`src/rtl/pml_pkg.sv`:
```
package pml_pkg;
  localparam int FRAC_W = 16;
  localparam int STEP_W = FRAC_W + 2;
  typedef logic signed [STEP_W-1:0] step_t;
endpackage

```
`src/rtl/pml_sync.sv`:
```
module pml_sync (
  input  logic clk_i,
  input  logic rst_ni,
  input  logic d_i,
  output logic q_o
);
  logic s1_q, s2_q;
  logic [1:0] warm_q;

  always_ff @(posedge clk_i or negedge rst_ni) begin
    if (!rst_ni) begin
      s1_q   <= 1'b0;
      s2_q   <= 1'b0;
      warm_q <= '0;
    end else begin
      s1_q <= d_i;
      s2_q <= s1_q;
      if (warm_q != 2'd2) warm_q <= warm_q + 2'd1;
    end
  end

  assign q_o = s2_q;

  assert_sync_lat_R1: assert property (@(posedge clk_i) disable iff (!rst_ni)
    (warm_q == 2'd2) |-> (q_o == $past(d_i, 2)));
endmodule

```
`src/rtl/pml_mash.sv`:
```
module pml_mash
  import pml_pkg::*;
#(
  parameter int WORD_W  = 20,
  parameter int DIV_W   = 4,
  parameter int DIV_MIN = 8,
  parameter int DIV_MAX = 15,
  parameter int DIV_RST = 12
) (
  input  logic              clk_i,
  input  logic              rst_ni,
  input  logic [WORD_W-1:0] word_i,
  input  step_t             step_i,
  output logic [DIV_W-1:0]  div_o
);
  localparam int TOT_W = WORD_W + 2;
  localparam int INT_W = TOT_W - FRAC_W;
  localparam int RAW_W = INT_W + 2;
  localparam logic signed [RAW_W-1:0] RMIN = RAW_W'(DIV_MIN);
  localparam logic signed [RAW_W-1:0] RMAX = RAW_W'(DIV_MAX);

  logic signed [TOT_W-1:0] total;
  logic signed [INT_W-1:0] int_part;
  logic [FRAC_W-1:0]       frac;
  logic [FRAC_W-1:0]       a1_q, a2_q;
  logic                    c2_q;
  logic [FRAC_W:0]         sum1, sum2;
  logic signed [2:0]       c_net;
  logic signed [RAW_W-1:0] raw;
  logic [DIV_W-1:0]        div_d;

  assign total    = $signed({2'b00, word_i}) + TOT_W'(step_i);
  assign int_part = total[TOT_W-1:FRAC_W];
  assign frac     = total[FRAC_W-1:0];
  assign sum1     = {1'b0, a1_q} + {1'b0, frac};
  assign sum2     = {1'b0, a2_q} + {1'b0, sum1[FRAC_W-1:0]};
  assign c_net    = $signed({2'b00, sum1[FRAC_W]}) + $signed({2'b00, sum2[FRAC_W]})
                  - $signed({2'b00, c2_q});
  assign raw      = RAW_W'(int_part) + RAW_W'(c_net);

  always_comb begin
    if (raw < RMIN)      div_d = DIV_W'(DIV_MIN);
    else if (raw > RMAX) div_d = DIV_W'(DIV_MAX);
    else                 div_d = raw[DIV_W-1:0];
  end

  always_ff @(posedge clk_i or negedge rst_ni) begin
    if (!rst_ni) begin
      a1_q  <= '0;
      a2_q  <= '0;
      c2_q  <= 1'b0;
      div_o <= DIV_W'(DIV_RST);
    end else begin
      a1_q  <= sum1[FRAC_W-1:0];
      a2_q  <= sum2[FRAC_W-1:0];
      c2_q  <= sum2[FRAC_W];
      div_o <= div_d;
    end
  end

  assert_div_range_R5: assert property (@(posedge clk_i) disable iff (!rst_ni)
    (div_o >= DIV_W'(DIV_MIN)) && (div_o <= DIV_W'(DIV_MAX)));
endmodule

```
`src/rtl/pml_integ.sv`:
```
module pml_integ
  import pml_pkg::*;
#(
  parameter int ACC_W = 24
) (
  input  logic                    clk_i,
  input  logic                    rst_ni,
  input  step_t                   step_i,
  input  logic [FRAC_W-1:0]       gain_i,
  output logic signed [ACC_W-1:0] osc_o
);
  localparam int PROD_W = ACC_W + FRAC_W + 1;
  localparam logic signed [ACC_W:0] MAXV = {2'b00, {(ACC_W-1){1'b1}}};
  localparam logic signed [ACC_W:0] MINV = {2'b11, {(ACC_W-1){1'b0}}};

  logic signed [ACC_W-1:0]  acc_q;
  logic signed [ACC_W:0]    sum;
  logic signed [ACC_W-1:0]  acc_d;
  logic signed [PROD_W-1:0] prod, shifted;

  assign sum = $signed({acc_q[ACC_W-1], acc_q}) + (ACC_W+1)'(step_i);

  always_comb begin
    if (sum > MAXV)      acc_d = MAXV[ACC_W-1:0];
    else if (sum < MINV) acc_d = MINV[ACC_W-1:0];
    else                 acc_d = sum[ACC_W-1:0];
  end

  assign prod    = acc_q * $signed({1'b0, gain_i});
  assign shifted = prod >>> FRAC_W;

  always_ff @(posedge clk_i or negedge rst_ni) begin
    if (!rst_ni) begin
      acc_q <= '0;
      osc_o <= '0;
    end else begin
      acc_q <= acc_d;
      osc_o <= shifted[ACC_W-1:0];
    end
  end

  assert_sat_high_R7: assert property (@(posedge clk_i) disable iff (!rst_ni)
    (acc_q == MAXV[ACC_W-1:0] && step_i >= 0) |=> (acc_q == MAXV[ACC_W-1:0]));
  assert_sat_low_R7: assert property (@(posedge clk_i) disable iff (!rst_ni)
    (acc_q == MINV[ACC_W-1:0] && step_i <= 0) |=> (acc_q == MINV[ACC_W-1:0]));
  assert_dir_up_R6: assert property (@(posedge clk_i) disable iff (!rst_ni)
    (step_i > 0) |=> (acc_q >= $past(acc_q)));
  assert_no_trunc_R8: assert property (@(posedge clk_i) disable iff (!rst_ni)
    (shifted[PROD_W-1:ACC_W-1] == '0) || (shifted[PROD_W-1:ACC_W-1] == '1));
endmodule

```
`src/rtl/pml_loop_ctrl.sv`:
```
module pml_loop_ctrl
  import pml_pkg::*;
#(
  parameter int WORD_W  = 20,
  parameter int ACC_W   = 24,
  parameter int DIV_W   = 4,
  parameter int DIV_MIN = 8,
  parameter int DIV_MAX = 15,
  parameter int DIV_RST = 12
) (
  input  logic                    clk_i,
  input  logic                    rst_ni,
  input  logic                    phase_bit_i,
  input  logic [WORD_W-1:0]       frac_word_i,
  input  logic [FRAC_W-1:0]       alpha_i,
  input  logic [FRAC_W-1:0]       gain_i,
  output logic [DIV_W-1:0]        div_o,
  output logic signed [ACC_W-1:0] osc_ctrl_o
);
  logic  dec;
  step_t step;

  pml_sync u_sync (
    .clk_i (clk_i),
    .rst_ni(rst_ni),
    .d_i   (phase_bit_i),
    .q_o   (dec)
  );

  assign step = dec ? $signed({2'b00, alpha_i}) : -$signed({2'b00, alpha_i});

  pml_mash #(
    .WORD_W (WORD_W),
    .DIV_W  (DIV_W),
    .DIV_MIN(DIV_MIN),
    .DIV_MAX(DIV_MAX),
    .DIV_RST(DIV_RST)
  ) u_mash (
    .clk_i (clk_i),
    .rst_ni(rst_ni),
    .word_i(frac_word_i),
    .step_i(step),
    .div_o (div_o)
  );

  pml_integ #(
    .ACC_W(ACC_W)
  ) u_integ (
    .clk_i (clk_i),
    .rst_ni(rst_ni),
    .step_i(step),
    .gain_i(gain_i),
    .osc_o (osc_ctrl_o)
  );
endmodule

```
`config.mk`:
```
export PLATFORM = sky130hd
export DESIGN_NAME = pml_loop_ctrl
export DESIGN_NICKNAME = d
export VERILOG_FILES = /design/src/rtl/pml_pkg.sv /design/src/rtl/pml_sync.sv /design/src/rtl/pml_mash.sv /design/src/rtl/pml_integ.sv /design/src/rtl/pml_loop_ctrl.sv
export SDC_FILE = /design/constraint.sdc
export NUM_CORES = 1
export LEC_CHECK = 0
export BUFFER_PORTS_ARGS = -buffer_cell sky130_fd_sc_hd__buf_2
export CORE_MARGIN = 3
export CORE_UTILIZATION = 60
export CTS_BUF_LIST = sky130_fd_sc_hd__clkbuf_8
export DETAILED_ROUTE_END_ITERATION = 12
export PLACE_DENSITY = 0.84
export SLEW_MARGIN = 10
export SYNTH_ARGS = -nofsm -noshare
export SYNTH_HDL_FRONTEND = slang
export SYNTH_SLANG_ARGS = --single-unit
export TNS_END_PERCENT = 100
```
`constraint.sdc`:
```
create_clock -name clk_i -period 7.55 [get_ports clk_i]
set_input_delay 1.1325 -clock clk_i [delete_from_list [all_inputs] [get_ports clk_i]]
set_output_delay 1.1325 -clock clk_i [all_outputs]
set_load 0.01 [all_outputs]
```
---- Word level (Yosys, flattened, before mapping) ----
Index checks and enable logic that the tools add are counted.
cells by class
  shift-type cells ........................ 0
  $mul .................................... 1
  order comparisons ....................... 4
  add/sub/neg operators ................... 8
  divide/modulo/power cells ............... 0
  eq/ne operators ......................... 0
  muxes and demuxes ....................... 5
  bitwise logic cells ..................... 0
  reductions and logical operators ........ 0
operators with widths
  kind                                                           number
  two-way mux 24 bit                                             2
  multiplier 24 x 17 -> 40 bit                                   1
  adder 16 x 16 -> 17 bit                                        2
  adder 24 x 18 -> 25 bit                                        1
  > comparator 25 x 24 -> 1 bit (second input constant)          1
  less-than comparator 25 x 24 -> 1 bit (second input constant)  1
  adder 21 x 18 -> 22 bit                                        1
  two-way mux 18 bit                                             1
  negation 16 -> 18 bit                                          1
  > comparator 8 x 5 -> 1 bit (second input constant)            1
  less-than comparator 8 x 5 -> 1 bit (second input constant)    1
  two-way mux 4 bit                                              2
  adder 6 x 3 -> 7 bit                                           1
  subtractor 2 x 1 -> 3 bit                                      1
  adder 1 x 1 -> 2 bit                                           1
word-level totals
  register bits after elaboration ......... 87
  logic and storage cells ................. 26
  RAM bits ................................ 0
  input port bits ......................... 55
  memories ................................ 0
  memory bits (read-only) ................. 0
  output and inout bits ................... 28
  latch bits .............................. 0

---- Longest topological paths before layout ----
Gate-level depths: netlist of the first run.
  depth after elaboration ................. 11
  gate-level depth with buffers ........... 37
  depth with buffers taken out ............ 37

---- Cells and area by module ----
Synthesis of the first run repeated with hierarchy kept, for this count alone.
unflattened totals
  cells, all modules ...................... 2198
  area total of the unflattened synthesis .. 20123.0 um^2
modules (own cells, without submodules)
  module         times used  cells each  area each (um^2)
  pml_integ      1           1720        15859.0
  pml_mash       1           422         3846.2
  pml_loop_ctrl  1           54          367.9
  pml_sync       1           2           50.0

---- Worst setup path after synthesis of the first run ----
OpenSTA, ideal clock, no wires.
  kind .................................... input-to-reg
  start ................................... input alpha_i[3]
  end ..................................... register u_mash.div_o[0]
  setup time .............................. 0.127 ns
  cell stages on the path ................. 31
  data arrival time ....................... 7.312 ns
  buffers on the path ..................... 0
  slack ................................... 0.111 ns
  data required time ...................... 7.423 ns
  cell sequence ........................... nor3_1 -> nand2_1 -> nor3_1 -> and3b_1 -> nor2_1 -> xnor2_1 -> ha_1 -> and2_1 -> and3_1 -> nand3_1 -> and3_1 -> ha_1 -> or3_1 -> or3_1 -> a211o_1 -> a31o_2 -> a21oi_1 -> xnor2_1 -> ha_1 -> a21o_1 -> a31o_2 -> ha_1 -> ha_1 -> fa_1 -> a21o_1 -> a21oi_1 -> nor2b_1 -> or3_1 -> nand4_1 -> o31a_1 -> o21ai_0
between the ends
  longest elaborated chain between the ends .. 11
  elaborated cells on any way between the ends .. 12
  classes of those cells .................. add/sub (7); order compare (2); mux (3)
ends and longest elaborated chain
  element                        RTL line             text
  start, declared                pml_loop_ctrl.sv:15  input logic [FRAC_W-1:0] alpha_i,
  negation 16 -> 18 bit          pml_loop_ctrl.sv:30  assign step = dec ? $signed({2'b00, alpha_i}) : -$signed({2'b00, alpha_i});
  two-way mux 18 bit (*)         pml_loop_ctrl.sv:30
  adder 21 x 18 -> 22 bit (*)    pml_mash.sv:32       assign total = $signed({2'b00, word_i}) + TOT_W'(step_i);
  adder 16 x 16 -> 17 bit (*)    pml_mash.sv:35       assign sum1 = {1'b0, a1_q} + {1'b0, frac};
  named net u_mash.sum1[15]      pml_mash.sv:27       logic [FRAC_W:0] sum1, sum2;
  adder 16 x 16 -> 17 bit (*)    pml_mash.sv:36       assign sum2 = {1'b0, a2_q} + {1'b0, sum1[FRAC_W-1:0]};
  named net u_mash.sum2[16]      pml_mash.sv:27
  adder 1 x 1 -> 2 bit (*)       pml_mash.sv:37       assign c_net = $signed({2'b00, sum1[FRAC_W]}) + $signed({2'b00, sum2[FRAC_W]})
  subtractor 2 x 1 -> 3 bit (*)  pml_mash.sv:38       - $signed({2'b00, c2_q});
  adder 6 x 3 -> 7 bit (*)       pml_mash.sv:39       assign raw = RAW_W'(int_part) + RAW_W'(c_net);
  > comparator 8 x 5 -> 1 bit    pml_mash.sv:43       else if (raw > RMAX) div_d = DIV_W'(DIV_MAX);
  two-way mux 4 bit              pml_mash.sv:43
  two-way mux 4 bit (*)          pml_mash.sv:42       if (raw < RMIN) div_d = DIV_W'(DIV_MIN);
  named net u_mash.div_d[0]      pml_mash.sv:30       logic [DIV_W-1:0] div_d;
  end signal, assigned           pml_mash.sv:52       div_o <= DIV_W'(DIV_RST);
  end signal, assigned           pml_mash.sv:57       div_o <= div_d;
  end, declared                  pml_mash.sv:14       output logic [DIV_W-1:0] div_o
Mark *: on every way through the listed nets, which the timed path passes. The rest lies on a longest branch.

---- Worst setup path after layout of the first run ----
  start ................................... input alpha_i[1]
  end ..................................... register u_mash.div_o[0]
The elaborated chain is that of the path after synthesis.

==> results.cfg, run 1 <==
[status]
outcome = finished, final reports clean

[cells_and_area]
final_common_cell = sky130_fd_sc_hd__inv_1
post_route_cells_drive_above_1_share_pct = 12.6
layoutNonFillerInstCount = 2743
area_growth_syn_to_layout_pct = 10.7
antenna-diode-count = 0
leading_cell_types_in_the_layout_fill_and_taps_excluded = sky130_fd_sc_hd__inv_1 (448), sky130_fd_sc_hd__fa_1 (374), sky130_fd_sc_hd__nand2_1 (265)
finish.net_count = 2922

[flow_run]
cap_violations = 0

[sta]
rsz0062_at_grt = yes
min_period_ps = 7410
fin_ws_ps = 136
final_clock_period_utilization_by_the_worst_path_pct = 98.2
max_freq_mhz = 135
report.final.slew_viol_count = 0
final-setup-viol-count = 0
worst_slew_margin_rel_pct = 13.7
worstMarginPinSlew_ps = 1290
fin_skew_ps = 20.2
setup_tns_ps = 0
final-hold-violation-count = 0

[route]
via_count = 15577
wl_per_cell_um = 18.0
post_detailed_route_via_to_cell_ratio = 5.68
detailedRoute.firstIterationViolations = 991
drt-pass1-iter-count = 6
drc_errors = 0
ant_nets = 0
totalWireLength_um = 49500

[setup_path]
critical_path.startpoint_type = input port
worst-path-buf-inv = 3
timing_worst_setup_path_type = in -> reg
critical-path-top-cell-by-count = sky130_fd_sc_hd__ha_1
critical_path.top_delay_family = compound AO/OA/AOI/OAI gates
crit_required_ps = 7820
worst_path_max_delay_cell = sky130_fd_sc_hd__or3_1
worst-path-max-fanout = 4
worst-endpoint-arrival_ps = 7690
end_kind = flip-flop
slowest_delay_ps = 360

[logic_synthesis]
synth_ff_type = sky130_fd_sc_hd__dfrtp_1
synth_enable_flop_cells = 0
post_synth_instance_area_mm2 = 0.0197
cell_accounting_for_the_most_synthesized_area = sky130_fd_sc_hd__fa_1
ys_warn_count = 0
main_combinational_cell_family_by_area_after_synthesis = adder cells
yosys-top-cells-area = sky130_fd_sc_hd__fa_1 (38%), sky130_fd_sc_hd__ha_1 (12%), sky130_fd_sc_hd__dfrtp_1 (11%)
average_footprint_of_a_synthesized_cell_um2 = 9.21
synth-seq-cells = 87
synth_simple_gate_area_share_pct = 14.2
mappedNetlistNets = 2758
xor_xnor_portion_of_the_synthesized_cell_area_pct = 5.06
yosys.area_share.adder_pct = 50.3
async_flop_share_pct = 100
post_synth_mux_area_share_pct = 0.108
syn-instance-count = 2139
synth_compound_area_share_pct = 9.45
sequential_cell_area_fraction_in_the_yosys_report_pct = 11.1
synth.top_cell.area_share_pct = 38.1
netlist-cell-type-count = 67

[floorplanning]
floorplan.initialDensity_pct = 61.6
die_height_um = 187
die-area_mm2 = 0.0350
num_rows = 65
die_w_um = 187
design.core.area_mm2 = 0.0320
boundary_pins = 83

[clocking]
tritoncts_num_sinks = 87
clk-insertion-delay-late_ps = 400
cts_inserted_buffers = 9
cts_tree = built
cts.root.buffer_cell = sky130_fd_sc_hd__clkbuf_8
cts.reportedPaths.clkPinSlew_ps = 90
clockBufferDepth = 2
cts.htree.levels = 3

[global_route]
grt_util_all_layers_pct = 29.2
overflow_left_after_global_routing = 0
met3_usage_pct = 4.82
grtUsageMet1_pct = 36.1
busiest_layer = met2
grt_max_degree = 51
initial_antenna_violation_count = 0
globalRouteMet2Util_pct = 50.9
grt_first_pass_wirelength_um = 82600
first_global_vias = 17241

[hold_path]
timing.hold.worst.class = reg -> reg

[place]
post-place-ws_ps = -430
io_buffer_count = 82
numPlacedInstances = 2719
place_congestion = 0.947
hpwl_um = 40300
-- cells by family (layout without fill, tap and decap cells) --
family          count (synthesis)  count (layout)
fa+ha+maj                     567             567
flops                          87              87
mux                             2               2
simple gates                  575             575
compound gates                282             282
other cells                     1               1
xor+xnor                      113             113
buf+inv                       512             681
-- metrics by stage --
| stage | area [µm²] | hold slack (ps) | util (%) |
|---|---|---|---|
| global route | 21800 | 374 | 68.2 |
| finish | 21800 | 358 | 68.2 |
| detailed placement | 21400 | 343 | 66.9 |
| floorplan | 19700 | 331 | - |
| CTS | 21600 | 360 | 67.5 |
| global placement | 21400 | 338 | 66.9 |
-- cells in the mapped netlist (all sizes together), types with 41 or more instances --
cell    count
a21o       41
nand2     265
clkbuf     61
nor2       45
fa        375
ha        189
xnor2      66
and2      167
o21ai      56
dfrtp      85
xor2       47
inv       447
a21oi      95
-- registers in the layout, indices dropped and copies added, names as in the netlist --
| signal | count |
|---|---|
| u_mash.a1_q | 16 |
| u_sync.q_o | 1 |
| u_mash.div_o | 4 |
| u_mash.a2_q | 16 |
| u_integ.acc_q | 24 |
| u_sync.s1_q | 1 |
| u_integ.osc_o | 24 |
| u_mash.c2_q | 1 |
-- final cells by class --
type | instances | area, µm²
clock buffers | 9 | 124
fillers | 2351 | 10200
well taps | 435 | 544
clock inverters | 7 | 65.1
repair buffers | 218 | 1460
multi-input cells | 1540 | 15700
inverters | 447 | 1680
flip-flops and latches | 87 | 2180
-- metal layers --
| metal | vias up | part of all wire, % |
|---|---|---|
| li1 | 6918 | - |
| met1 | 7745 | 37 |
| met2 | 730 | 50 |
| met3 | 184 | 8.3 |
| met4 | 0 | 4.5 |
| met5 | - | 0 |
-- final timing paths --
| path | from | end | slack (ps) | depth (start not counted) |
|---|---|---|---|---|
| worst min register to register | u_sync.s1_q | u_sync.q_o | 360 | 0 |
| min in group asynchronous | rst_ni | u_integ.osc_o[23] | 690 | 1 |
| worst max register to register | u_integ.acc_q[11] | u_integ.osc_o[23] | 540 | 21 |
| max in group asynchronous | rst_ni | u_integ.osc_o[10] | 5790 | 2 |
| worst max-delay path | alpha_i[1] | u_mash.div_o[0] | 140 | 33 |
| worst min-delay path | u_sync.s1_q | u_sync.q_o | 360 | 0 |
-- what timing repair did --
item / in CTS / in global routing
endpoints found under the setup margin: 1 / 4
pin swaps: 1 / 16
buffers inserted: 0 / 8
hold buffers: 0 / 0
gates resized for setup: 1 / 43
Power of run 1 is left out: the tool's default activity adds up to more than one toggle a clock period on the data nets, which glitch-free logic cannot reach.
==> inputs of run 2 (changes only) <==
MAX_ROUTING_LAYER = met4   (was default)
==> results.cfg, run 2 (synthesis gave the netlist of run 1 again) <==
[sta]
min_period_ps = 7390
fin_ws_ps = 157
final-hold-violation-count = 0
worst_hold_slack_ps = 364
max_freq_mhz = 135
final-setup-viol-count = 0
setup_tns_ps = 0
final_clock_period_utilization_by_the_worst_path_pct = 97.9
fin_skew_ps = 12.7
worstMarginPinSlew_ps = 1290
worst_slew_margin_rel_pct = 14.0
report.final.slew_viol_count = 0

[cells_and_area]
area_growth_syn_to_layout_pct = 10.8
finalCoreUtilization_pct = 68.3
reg.largest.list = u_integ.acc_q (24), u_integ.osc_o (24)
final_common_cell = sky130_fd_sc_hd__inv_1
antenna-diode-count = 0
post_route_cells_drive_above_1_share_pct = 12.9
leading_cell_types_in_the_layout_fill_and_taps_excluded = sky130_fd_sc_hd__inv_1 (450), sky130_fd_sc_hd__fa_1 (374), sky130_fd_sc_hd__nand2_1 (264)
finish.net_count = 2931

[clocking]
clk-insertion-delay-late_ps = 390
cts.reportedPaths.clkPinSlew_ps = 90
tritoncts_num_sinks = 87
cts_inserted_buffers = 9
clockBufferDepth = 2
postCtsHoldBufs = 0
cts.htree.levels = 3
cts.root.buffer_cell = sky130_fd_sc_hd__clkbuf_8
cts_tree = built

[route]
wl_per_cell_um = 18.5
detailroute.wirelength.met2_um = 25700
detailedRoute.firstIterationViolations = 1104
totalWireLength_um = 51000
via_count = 15645
route.top_layer_used = met4
drt-pass1-iter-count = 5
ant_nets = 0
drc_errors = 0
post_detailed_route_via_to_cell_ratio = 5.68
met3WireLength_um = 4450
met1_length_um = 18800

[floorplanning]
boundary_pins = 83
design.core.area_mm2 = 0.0320
num_rows = 65
floorplan.initialDensity_pct = 61.6
die_w_um = 187
die_height_um = 187
die-area_mm2 = 0.0350

[setup_path]
critical_path.startpoint_type = input port
slowest_delay_ps = 380
worst_path_max_delay_cell = sky130_fd_sc_hd__fa_2
end_kind = flip-flop
worst-path-max-fanout = 4
timing_worst_setup_path_type = in -> reg
crit_required_ps = 7820
worst-endpoint-arrival_ps = 7660

[place]
post-place-ws_ps = -342
hpwl_um = 41100
place_congestion = 0.968
io_buffer_count = 82

[global_route]
first_global_vias = 17307
overflow_left_after_global_routing = 0
initial_antenna_violation_count = 0
grt_util_all_layers_pct = 30.9
grt_max_degree = 76
grt_first_pass_wirelength_um = 84700

[flow_run]
cap_violations = 0

[hold_path]
timing.hold.worst.class = reg -> reg

[status]
outcome = finished, final reports clean
run 2: cell types whose count changed in the layout (fill, tap and decap cells not counted), moves of 3 or more:
cell                      delta
sky130_fd_sc_hd__buf_4       +8
sky130_fd_sc_hd__a21oi_2     +4
sky130_fd_sc_hd__o21ai_0     +4
sky130_fd_sc_hd__a21oi_4     -3
sky130_fd_sc_hd__nor3_1      -3
run 2: worst max-delay path, delay by kind of cell:
| family | cells | cell delay [ps] |
|---|---|---|
| and+or+nand+nor | 8 | 1560 |
| buffers and inverters | 5 | 640 |
| xor gates and xnor gates | 3 | 480 |
| AOI/OAI and AO/OA | 13 | 2170 |
| adders and majority gates | 6 | 1670 |
run 2: metrics by stage:
step	std cells	area, µm²
finish	2752	21800
global route	2752	21800
CTS	2742	21600
detailed placement	2726	21400
global placement	2726	21400
floorplan	2139	19700
run 2: layout make-up:
class / instances / area [µm²]
clock buffers: 10 / 138
clock inverters: 6 / 30.0
fillers: 2345 / 10100
inverters: 447 / 1680
multi-input cells: 1540 / 15700
flip-flops and latches: 87 / 2180
well taps: 435 / 544
repair buffers: 227 / 1530
run 2: what timing repair did:
action | 4_1_cts | 5_1_grt
setup buffers | 0 | 10
endpoints found under the setup margin | 0 | 3
gates resized for setup | 0 | 38
run 2: layer usage:
metal	vias to the layer above	GRT usage, %
met5	-	-
met4	0	12.7
met3	156	6.65
met2	751	52.1
met1	7813	36.2
li1	6925	-
run 2: path summary, 6_finish.rpt:
check,slack [ps],endpoint,depth (start not counted),start
setup / recovery,160,u_mash.div_o[1],35,alpha_i[1]
hold / removal,360,u_sync.q_o,0,u_sync.s1_q
setup reg to reg,660,u_mash.div_o[1],32,u_sync.q_o
hold reg to reg,360,u_sync.q_o,0,u_sync.s1_q
max in group asynchronous,5700,u_integ.osc_o[0],2,rst_ni
min in group asynchronous,570,u_integ.osc_o[22],1,rst_ni
Power of run 2 is left out for the same reason.
